===== config.mk =====
export PLATFORM = sky130hd
export DESIGN_NAME = sdw_write_seq
export DESIGN_NICKNAME = d
export VERILOG_FILES = /design/src/rtl/sdw_pkg.sv /design/src/rtl/sdw_burst_ctrl.sv /design/src/rtl/sdw_row_tracker.sv /design/src/rtl/sdw_word_array.sv /design/src/rtl/sdw_write_seq.sv
export SDC_FILE = /design/constraint.sdc
export NUM_CORES = 2
export LEC_CHECK = 0
export BUFFER_PORTS_ARGS = -buffer_cell sky130_fd_sc_hd__buf_2
export CORE_MARGIN = 2
export CORE_UTILIZATION = 50
export CTS_CLUSTER_DIAMETER = 100
export CTS_CLUSTER_SIZE = 20
export DETAILED_ROUTE_END_ITERATION = 7
export PLACE_DENSITY = 0.65
export SLEW_MARGIN = 20
export SYNTH_ARGS = -nofsm -noshare
export SYNTH_HDL_FRONTEND = slang
export SYNTH_SLANG_ARGS = --single-unit
export TNS_END_PERCENT = 100

===== constraint.sdc =====
create_clock -name clk_i -period 3.96 [get_ports clk_i]
set_input_delay 0.396 -clock clk_i [delete_from_list [all_inputs] [get_ports clk_i]]
set_output_delay 0.396 -clock clk_i [all_outputs]
set_load 0.05 [all_outputs]

===== src/rtl/sdw_pkg.sv =====
package sdw_pkg;

    typedef enum logic [1:0] {
        CMD_NOP = 2'd0,
        CMD_ACT = 2'd1,
        CMD_WR  = 2'd2,
        CMD_PRE = 2'd3
    } sdw_cmd_e;

    localparam int BLEN_W = 3;

endpackage


===== src/rtl/sdw_burst_ctrl.sv =====
module sdw_burst_ctrl #(
    parameter int BANKS = 4,
    parameter int COLS  = 16,
    localparam int BANK_W = $clog2(BANKS),
    localparam int COL_W  = $clog2(COLS)
) (
    input  logic                      clk_i,
    input  logic                      rst_ni,
    input  logic                      start_i,
    input  logic                      stop_i,
    input  logic [BANK_W-1:0]         bank_i,
    input  logic [COL_W-1:0]          col_i,
    input  logic                      ap_i,
    input  logic [sdw_pkg::BLEN_W-1:0] blen_i,
    output logic                      wr_en_o,
    output logic [BANK_W-1:0]         wr_bank_o,
    output logic [COL_W-1:0]          wr_col_o,
    output logic                      close_o,
    output logic [BANK_W-1:0]         close_bank_o,
    output logic                      active_o
);

    typedef struct packed {
        logic              act;
        logic [BANK_W-1:0] bank;
        logic [COL_W-1:0]  base;
        logic [COL_W-1:0]  idx;
        logic [1:0]        lg;
        logic              full;
        logic              ap;
    } burst_st_t;

    burst_st_t st_d, st_q;

    logic [COL_W-1:0] span_mask;
    logic [COL_W-1:0] sum_col;
    logic [COL_W-1:0] step_col;

    always_comb begin
        span_mask = (COL_W'(1) << st_q.lg) - COL_W'(1);
        sum_col   = st_q.base + st_q.idx;
        if (st_q.full) begin
            step_col = sum_col;
        end else begin
            step_col = (st_q.base & ~span_mask) | (sum_col & span_mask);
        end
    end

    always_comb begin
        st_d         = st_q;
        wr_en_o      = 1'b0;
        wr_bank_o    = st_q.bank;
        wr_col_o     = step_col;
        close_o      = 1'b0;
        close_bank_o = st_q.bank;
        if (start_i) begin
            wr_en_o    = 1'b1;
            wr_bank_o  = bank_i;
            wr_col_o   = col_i;
            st_d.bank  = bank_i;
            st_d.base  = col_i;
            st_d.idx   = COL_W'(1);
            st_d.lg    = blen_i[1:0];
            st_d.full  = blen_i[2];
            st_d.ap    = ap_i;
            if (!blen_i[2] && blen_i[1:0] == 2'd0) begin
                st_d.act     = 1'b0;
                close_o      = ap_i;
                close_bank_o = bank_i;
            end else begin
                st_d.act = 1'b1;
            end
        end else if (stop_i) begin
            st_d.act = 1'b0;
        end else if (st_q.act) begin
            wr_en_o  = 1'b1;
            st_d.idx = st_q.idx + COL_W'(1);
            if (!st_q.full && st_q.idx == span_mask) begin
                st_d.act = 1'b0;
                close_o  = st_q.ap;
            end
        end
    end

    always_ff @(posedge clk_i or negedge rst_ni) begin
        if (!rst_ni) begin
            st_q <= '0;
        end else begin
            st_q <= st_d;
        end
    end

    assign active_o = st_q.act;

endmodule


===== src/rtl/sdw_row_tracker.sv =====
module sdw_row_tracker #(
    parameter int BANKS = 4,
    localparam int BANK_W = $clog2(BANKS)
) (
    input  logic              clk_i,
    input  logic              rst_ni,
    input  logic              act_i,
    input  logic              pre_i,
    input  logic [BANK_W-1:0] cmd_bank_i,
    input  logic              close_i,
    input  logic [BANK_W-1:0] close_bank_i,
    output logic [BANKS-1:0]  open_o
);

    typedef struct packed {
        logic [BANKS-1:0] open;
    } row_st_t;

    row_st_t st_d, st_q;

    always_comb begin
        st_d = st_q;
        for (int b = 0; b < BANKS; b++) begin
            if (act_i && cmd_bank_i == BANK_W'(b)) begin
                st_d.open[b] = 1'b1;
            end
            if (pre_i && cmd_bank_i == BANK_W'(b)) begin
                st_d.open[b] = 1'b0;
            end
            if (close_i && close_bank_i == BANK_W'(b)) begin
                st_d.open[b] = 1'b0;
            end
        end
    end

    always_ff @(posedge clk_i or negedge rst_ni) begin
        if (!rst_ni) begin
            st_q <= '0;
        end else begin
            st_q <= st_d;
        end
    end

    assign open_o = st_q.open;

endmodule


===== src/rtl/sdw_word_array.sv =====
module sdw_word_array #(
    parameter int BANKS  = 4,
    parameter int COLS   = 16,
    parameter int DATA_W = 32,
    localparam int BANK_W = $clog2(BANKS),
    localparam int COL_W  = $clog2(COLS),
    localparam int LANES  = DATA_W / 8,
    localparam int DEPTH  = BANKS * COLS
) (
    input  logic              clk_i,
    input  logic              rst_ni,
    input  logic              wr_en_i,
    input  logic [BANK_W-1:0] wr_bank_i,
    input  logic [COL_W-1:0]  wr_col_i,
    input  logic [DATA_W-1:0] wr_data_i,
    input  logic [LANES-1:0]  wr_mask_i,
    input  logic [BANK_W-1:0] rd_bank_i,
    input  logic [COL_W-1:0]  rd_col_i,
    output logic [DATA_W-1:0] rd_data_o
);

    logic [DATA_W-1:0] mem_d [DEPTH];
    logic [DATA_W-1:0] mem_q [DEPTH];

    logic [BANK_W+COL_W-1:0] wr_addr;
    logic [BANK_W+COL_W-1:0] rd_addr;

    assign wr_addr = {wr_bank_i, wr_col_i};
    assign rd_addr = {rd_bank_i, rd_col_i};

    always_comb begin
        for (int w = 0; w < DEPTH; w++) begin
            mem_d[w] = mem_q[w];
        end
        if (wr_en_i) begin
            for (int l = 0; l < LANES; l++) begin
                if (!wr_mask_i[l]) begin
                    mem_d[wr_addr][l*8 +: 8] = wr_data_i[l*8 +: 8];
                end
            end
        end
    end

    always_ff @(posedge clk_i or negedge rst_ni) begin
        if (!rst_ni) begin
            for (int w = 0; w < DEPTH; w++) begin
                mem_q[w] <= '0;
            end
        end else begin
            for (int w = 0; w < DEPTH; w++) begin
                mem_q[w] <= mem_d[w];
            end
        end
    end

    assign rd_data_o = mem_q[rd_addr];

endmodule


===== src/rtl/sdw_write_seq.sv =====
module sdw_write_seq #(
    parameter int BANKS  = 4,
    parameter int COLS   = 16,
    parameter int DATA_W = 32,
    localparam int BANK_W = $clog2(BANKS),
    localparam int COL_W  = $clog2(COLS),
    localparam int LANES  = DATA_W / 8
) (
    input  logic                       clk_i,
    input  logic                       rst_ni,
    input  logic [1:0]                 cmd_i,
    input  logic [BANK_W-1:0]          bank_i,
    input  logic [COL_W-1:0]           col_i,
    input  logic                       ap_i,
    input  logic [sdw_pkg::BLEN_W-1:0] blen_i,
    input  logic [DATA_W-1:0]          data_i,
    input  logic [LANES-1:0]           mask_i,
    input  logic [BANK_W-1:0]          rd_bank_i,
    input  logic [COL_W-1:0]           rd_col_i,
    output logic [DATA_W-1:0]          rd_data_o,
    output logic [BANKS-1:0]           bank_open_o,
    output logic                       burst_o,
    output logic                       err_o
);

    import sdw_pkg::*;

    typedef struct packed {
        logic err;
    } top_st_t;

    top_st_t st_d, st_q;

    sdw_cmd_e          cmd;
    logic              is_wr;
    logic              is_act;
    logic              is_pre;
    logic              bank_hit;
    logic              wr_start;
    logic              wr_en;
    logic [BANK_W-1:0] wr_bank;
    logic [COL_W-1:0]  wr_col;
    logic              close;
    logic [BANK_W-1:0] close_bank;

    always_comb begin
        cmd      = sdw_cmd_e'(cmd_i);
        is_wr    = (cmd == CMD_WR);
        is_act   = (cmd == CMD_ACT);
        is_pre   = (cmd == CMD_PRE);
        bank_hit = bank_open_o[bank_i];
        wr_start = is_wr && bank_hit;
        st_d     = st_q;
        st_d.err = is_wr && !bank_hit;
    end

    always_ff @(posedge clk_i or negedge rst_ni) begin
        if (!rst_ni) begin
            st_q <= '0;
        end else begin
            st_q <= st_d;
        end
    end

    assign err_o = st_q.err;

    sdw_burst_ctrl #(
        .BANKS (BANKS),
        .COLS  (COLS)
    ) burst_i (
        .clk_i        (clk_i),
        .rst_ni       (rst_ni),
        .start_i      (wr_start),
        .stop_i       (is_act || is_pre),
        .bank_i       (bank_i),
        .col_i        (col_i),
        .ap_i         (ap_i),
        .blen_i       (blen_i),
        .wr_en_o      (wr_en),
        .wr_bank_o    (wr_bank),
        .wr_col_o     (wr_col),
        .close_o      (close),
        .close_bank_o (close_bank),
        .active_o     (burst_o)
    );

    sdw_row_tracker #(
        .BANKS (BANKS)
    ) rows_i (
        .clk_i        (clk_i),
        .rst_ni       (rst_ni),
        .act_i        (is_act),
        .pre_i        (is_pre),
        .cmd_bank_i   (bank_i),
        .close_i      (close),
        .close_bank_i (close_bank),
        .open_o       (bank_open_o)
    );

    sdw_word_array #(
        .BANKS  (BANKS),
        .COLS   (COLS),
        .DATA_W (DATA_W)
    ) array_i (
        .clk_i     (clk_i),
        .rst_ni    (rst_ni),
        .wr_en_i   (wr_en),
        .wr_bank_i (wr_bank),
        .wr_col_i  (wr_col),
        .wr_data_i (data_i),
        .wr_mask_i (mask_i),
        .rd_bank_i (rd_bank_i),
        .rd_col_i  (rd_col_i),
        .rd_data_o (rd_data_o)
    );

endmodule


### After elaboration in Yosys (flattened, before gate mapping)

Index checks and enable logic that the tools add are counted.

* register bits after elaboration: 2068
* input bits: 56
* output and inout port bits: 38

* add/subtract/negate cells: 3
* $lt $le $gt $ge: 4
* eq/ne operators: 11
* shift-type cells: 1
* muxes and demuxes: 57
* bitwise gates (word level): 6
* reductions and logical operators: 30

Operators by type and width (number)
* $mux W2048: 7
* $bwmux W2048: 4
* $demux W32 S6: 4
* $bmux W32 S6: 1
* $mux W32: 3
* $mux W1: 26
* $mux W24: 1
* $mux W4: 5
* $logic_and A1 B1 Y1: 17
* $mux W16: 1
* $ge A7 B7 Y1 const B: 2
* $not A6 Y7: 2
* $eq A2 B2 Y1 const B: 6
* $reduce_bool A3 Y1: 4
* $and A4 B4 Y4: 2
* $mux W8: 1
* $lt A7 B1 Y1 const B: 1
* $eq A2 B1 Y1 const B: 3
* $logic_not A2 Y1: 3
* $mux W2: 3
* $add A4 B1 Y4 const B: 1
* $add A4 B4 Y4: 1
* $eq A4 B4 Y1: 1
* $not A4 Y4: 1
* 10 further kinds: 12

### Depth between registers and ports, before layout

* word-level depth: 23
* depth in mapped cells: 10
* mapped depth without buffers: 8

### By module

Synthesis repeated with hierarchy kept, for this count alone.

* cell total of the unflattened synthesis: 6055
* area total of the unflattened synthesis: 94697.1 µm²

By module, submodules not included
* sdw_word_array: instances 1, cells each 5940, area each 93510.9 µm²
* sdw_burst_ctrl: instances 1, cells each 89, area each 882.1 µm²
* sdw_row_tracker: instances 1, cells each 19, area each 219.0 µm²
* sdw_write_seq: instances 1, cells each 7, area each 85.1 µm²

### Least setup slack after synthesis

No wires, ideal clock.

* path kind: input -> output
* start: input rd_col_i[0]
* end: output rd_data_o[0]
* arrival: 3.108 ns
* data required time: 3.564 ns
* path slack: 0.456 ns
* cell stages on the path: 8
* buffers on the path: 4
* path through: clkbuf_1 -> buf_2 -> buf_1 -> buf_1 -> mux4_2 -> mux4_2 -> a22oi_1 -> nand2_1

* longest elaborated chain between the ends: 4

RTL lines
* start, declared: RTL line sdw_write_seq.sv:19 `input logic [COL_W-1:0] rd_col_i,`
* $not A6 Y7 (implied by the code): RTL line sdw_word_array.sv:56 `assign rd_data_o = mem_q[rd_addr];`
* $bmux W32 S6: RTL line sdw_word_array.sv:56
* $mux W32 (implied by the code) (2 in a row): RTL line sdw_word_array.sv:56
* end, declared: RTL line sdw_write_seq.sv:20 `output logic [DATA_W-1:0] rd_data_o,`

No other way between the ends. The select of a mux whose other input is x is not followed.

### Final worst setup path

* start: register burst_i.st_q[4] (netlist name)
* end: register array_i.mem_q[1688] (netlist name)

* longest elaborated chain between the ends: 18
* elaborated cells on any way between the ends: 25
* those cells by class: add/sub (1); order compare (2); mux (18); bitwise (3); reduce/logical (1)

RTL lines
* start, declared: RTL line sdw_burst_ctrl.sv:33 `burst_st_t st_d, st_q;`
* start signal, assigned: RTL line sdw_burst_ctrl.sv:89 `st_q <= st_d;`
* $add A4 B4 Y4 *: RTL line sdw_burst_ctrl.sv:41 `sum_col = st_q.base + st_q.idx;`
* $and A4 B4 Y4: RTL line sdw_burst_ctrl.sv:45 `step_col = (st_q.base & ~span_mask) | (sum_col & span_mask);`
* $or A4 B4 Y4: RTL line sdw_burst_ctrl.sv:45
* $mux W4 *: RTL line sdw_burst_ctrl.sv:42 `if (st_q.full) begin`
* $mux W4 *: RTL line sdw_burst_ctrl.sv:56 `if (start_i) begin`
* $not A6 Y7 (implied by the code) *: RTL line sdw_word_array.sv:38 `mem_d[wr_addr][l*8 +: 8] = wr_data_i[l*8 +: 8];`
* $demux W32 S6: RTL line sdw_word_array.sv:38
* $bwmux W2048: RTL line sdw_word_array.sv:38
* (+2 left out)
* $bwmux W2048: RTL line sdw_word_array.sv:38
* $mux W2048: RTL line sdw_word_array.sv:37 `if (!wr_mask_i[l]) begin`
* $mux W2048: RTL line sdw_word_array.sv:35 `if (wr_en_i) begin`
* $bwmux W2048: RTL line sdw_word_array.sv:38
* $mux W2048: RTL line sdw_word_array.sv:37
* $mux W2048: RTL line sdw_word_array.sv:35
* $bwmux W2048: RTL line sdw_word_array.sv:38
* $mux W2048 *: RTL line sdw_word_array.sv:37
* end signal, assigned by index: RTL line sdw_word_array.sv:51 `mem_q[w] <= mem_d[w];`
* end, declared: RTL line sdw_word_array.sv:23 `logic [DATA_W-1:0] mem_q [DEPTH];`

Mark *: on every way between the ends. The rest lies on a longest branch, timed or not. The select of a mux whose other input is x is not followed.
A chain may end at the register's enable or synchronous reset.

==> impl_metrics.ini <==
[clocking]
cts_htree_levels = 3
numCtsBuffers = 114
clockBufferDepth = 3
cts_tree = yes
clock-sinks = 2068
cts_root_buf = clkbuf_16
clkSlewWorstSetupHoldPaths_ns = 0.09
clock_latency_ns = 0.79

[timing]
min_period_over_period_pct = 97.4
setup_viol = 0
worstMarginPinSlew_ns = 1.16
whs_ns = 0.0821
tns_ns = 0
rsz0062_at_grt = false
max_freq_mhz = 259
slew_violations = 0
hold_viol_final = 0
fin_crit_ns = 3.86
maxSlewHeadroom_pct = 22.2
finClkSkew_ns = 0.0287

[floorplan]
rows = 160
dieWidth_um = 441
dieHeight_um = 441
start_util_pct = 50.3
io_pins = 94
die_area_sq_um = 195000
core_area_sq_um = 190000

[logic_synthesis]
yosysUniqueCellTypes = 79
syn_area_sq_um = 95700
yosysTopAreaCell = dfrtp_1
postSynthNetCount = 5995
yosysSeqAreaShare_pct = 54.1
ys_ff_latch = 2068
yosysWarnings = 0
ys_top_cells_by_area = dfrtp_1 (54%), mux2_2 (24%), mux4_2 (15%)
synth_edf_count = 0
ys.flop_type = dfrtp_1
synth_area_per_cell_sq_um = 16.1
synthCells = 5934
async_flop_share_pct = 100
synth_top_area_share_pct = 54.1

[critical_path]
slowest_stage = fa_1
crit_buf_inv = 2
cp.required_ns = 4.62
cp_top_family = compound AO/OA/AOI/OAI gates
cp.depth = 10
rr_endpoint = array_i.mem_q[1688]
worst-setup-path-type = flop to flop
r2r-start = burst_i.st_q[4]
end_kind = flop
path_common_cell = buf_4
worstRegToRegCells = 10
r2r_slack_ns = 0.10
crit_path_start_kind = flop
crit_path_cell_trace = ha_1 -> fa_1 -> o21ai_0 -> a222oi_1 -> buf_4 -> nand3_1 -> a21oi_1 -> buf_4 -> o21ai_1 -> mux2_2
crit_fanout = 8
crit_arrival_ns = 4.52
slowest_delay_ns = 0.48

[finish]
fill_cells = 15200
syn_to_final_growth_pct = 9.82
finalInstanceArea_sq_um = 105000
layout-drive-gt1-share_pct = 57.2
regArea_sq_um = 51700
multi_input_area_sq_um = 42300
fin_nets = 6177
fin_cells = 8647

[routing]
firstDrtPassIters = 6
postRouteAntennaNets = 0
vias_per_cell = 6.29
num_vias = 54400
drt-initial-drc-count = 3983
wl_per_cell_um = 29.7
drcViolationCount = 0
routed_wl_mm = 257

[placement]
detailed_place.area_sq_um = 102000
dp_cells = 8500
gp_congestion = 0.944
numPortBuffers = 93
place_hpwl_mm = 175

[global_route]
antenna_found_initial = 19
grt_max_degree = 153
first_global_vias = 57200
grt_pass1_wl_mm = 389
gr-total-overflow = 0
grt_usage_pct = 26.9

[pwr]
power_density_nw_per_um2 = 474
leakage_nw = 50.0
p_total_mw = 49.8
peakVddDrop_uv = 463

[worst_hold_path]
worstHoldPathCells = 3
worstHoldEndpoint = rows_i.open_o[0]
hp-start = cmd_i[0]
min_path_type = input port to flop

[job]
max_cap_viol_count = 0

[run_status]
outcome = finished, final reports clean
==> per-stage QoR <==
| step | util (%) | setup slack, ns |
|---|---|---|
| after floorplan | - | 0.456 |
| after global placement | 53.5 | 0.0371 |
| after detailed placement | 53.5 | 0.0249 |
| after CTS | 55.2 | 0.00155 |
| after global routing | 55.3 | 0.00726 |
| final | 55.3 | 0.102 |
==> Yosys cell counts, drive strengths merged (5+ instances only) <==
library cell / n
or4: 7
dfrtp: 2068
a21o: 15
nand3: 86
a21boi: 15
and3: 7
nand2: 72
o211ai: 22
nor3: 42
o21ai: 70
a22oi: 44
o22ai: 45
buf: 139
nor2b: 6
mux4: 618
or3: 5
mux2i: 25
o31ai: 7
mux2: 2051
nand4: 12
nor4: 7
a21oi: 106
nand2b: 9
clkbuf: 334
nor2: 55
==> per-layer routing <==
metal / up-vias / GRT usage [%] / wire length (um)
met2: 1125 / 42.4 / 122000
met1: 30100 / 39.3 / 114000
met5: - / 0 / 60
li1: 22800 / - / -
met4: 8 / 8.10 / 7850
met3: 357 / 3.53 / 12400
==> worst register-to-register path, delay by kind of cell (launching register included) <==
kind,cells,cell delay (ns)
compound gates,4,1.31
fa+ha+maj,2,0.75
buf+inv,2,0.48
flops,1,0.47
mux,1,0.43
simple gates,1,0.28
==> logic make-up (layout without fill, tap and decap cells) <==
family	Yosys count	in the layout	synth area share [%]
XOR/XNOR	4	4	0.0366
buffers and inverters	477	671	1.93
adder cells (fa/ha/maj)	5	5	0.0732
AO/OA/AOI/OAI	359	359	2.75
flip-flops	2068	2068	54.1
other	0	8	0
multiplexers	2694	2694	39.0
AND/OR/NAND/NOR	327	327	2.16
==> how the worst max path moves through the flow <==
stage / from / to / slack [ns]
after floorplan: rd_col_i[0] / rd_data_o[0] / 0.46
after global placement: burst_i.st_q[4] / array_i.mem_q[427] / 0.04
after detailed placement: burst_i.st_q[4] / array_i.mem_q[430] / 0.02
after CTS: burst_i.st_q[4] / array_i.mem_q[417] / 0.002
after global routing: burst_i.st_q[4] / array_i.mem_q[1042] / 0.007
final: burst_i.st_q[4] / array_i.mem_q[1688] / 0.10
==> layout by cell type, fill, tap and decap left out, drive strengths merged, types with 5 or more instances in the layout <==
cell type / instances
a21boi: 15
a21oi: 106
mux4: 618
inv: 6
or3: 5
and3: 7
buf: 529
nor4: 7
nand4: 12
diode: 8
nor2b: 6
dfrtp: 2068
nand2: 72
nand2b: 9
a22oi: 44
o31ai: 7
nand3: 86
or4: 7
clkbuf: 122
o21ai: 70
o22ai: 45
nor2: 55
mux2: 2051
nor3: 42
o211ai: 22
dlygate4sd3: 10
mux2i: 25
a21o: 15
==> registers in the layout, indices dropped and copies added, names as in the netlist <==
name / flops
array_i.mem_q: 2048
burst_i.active_o: 1
burst_i.st_q: 14
err_o: 1
rows_i.open_o: 4
==> repair_timing <==
item / 4_1_cts / 5_1_grt
setup endpoints to repair: 6 / 138
gates cloned: 0 / 0
gates resized for setup: 2 / 11
hold buffers: 10 / 0
hold endpoints to repair: 67 / 0
buffers inserted: 0 / 1
==> area by class of cell <==
type	count	area share [%]
timing repair buffer	539	4.53
clock inverter	6	0.0857
antenna	8	0.0191
inverter	4	0.0143
tap	2511	2.99
clock buffer	122	2.89
multi-input combinational	3389	40.2
sequential	2068	49.2
==> report_power, final <==
group / internal, mW / leakage, nW / switching, mW
registers: 24.7 / 28.7 / 1.78
logic: 5.57 / 19.8 / 5.39
clock network: 5.53 / 1.54 / 6.88
total: 35.8 / 50.0 / 14.1
No activity file was read; power rests on OpenSTA's default activity.
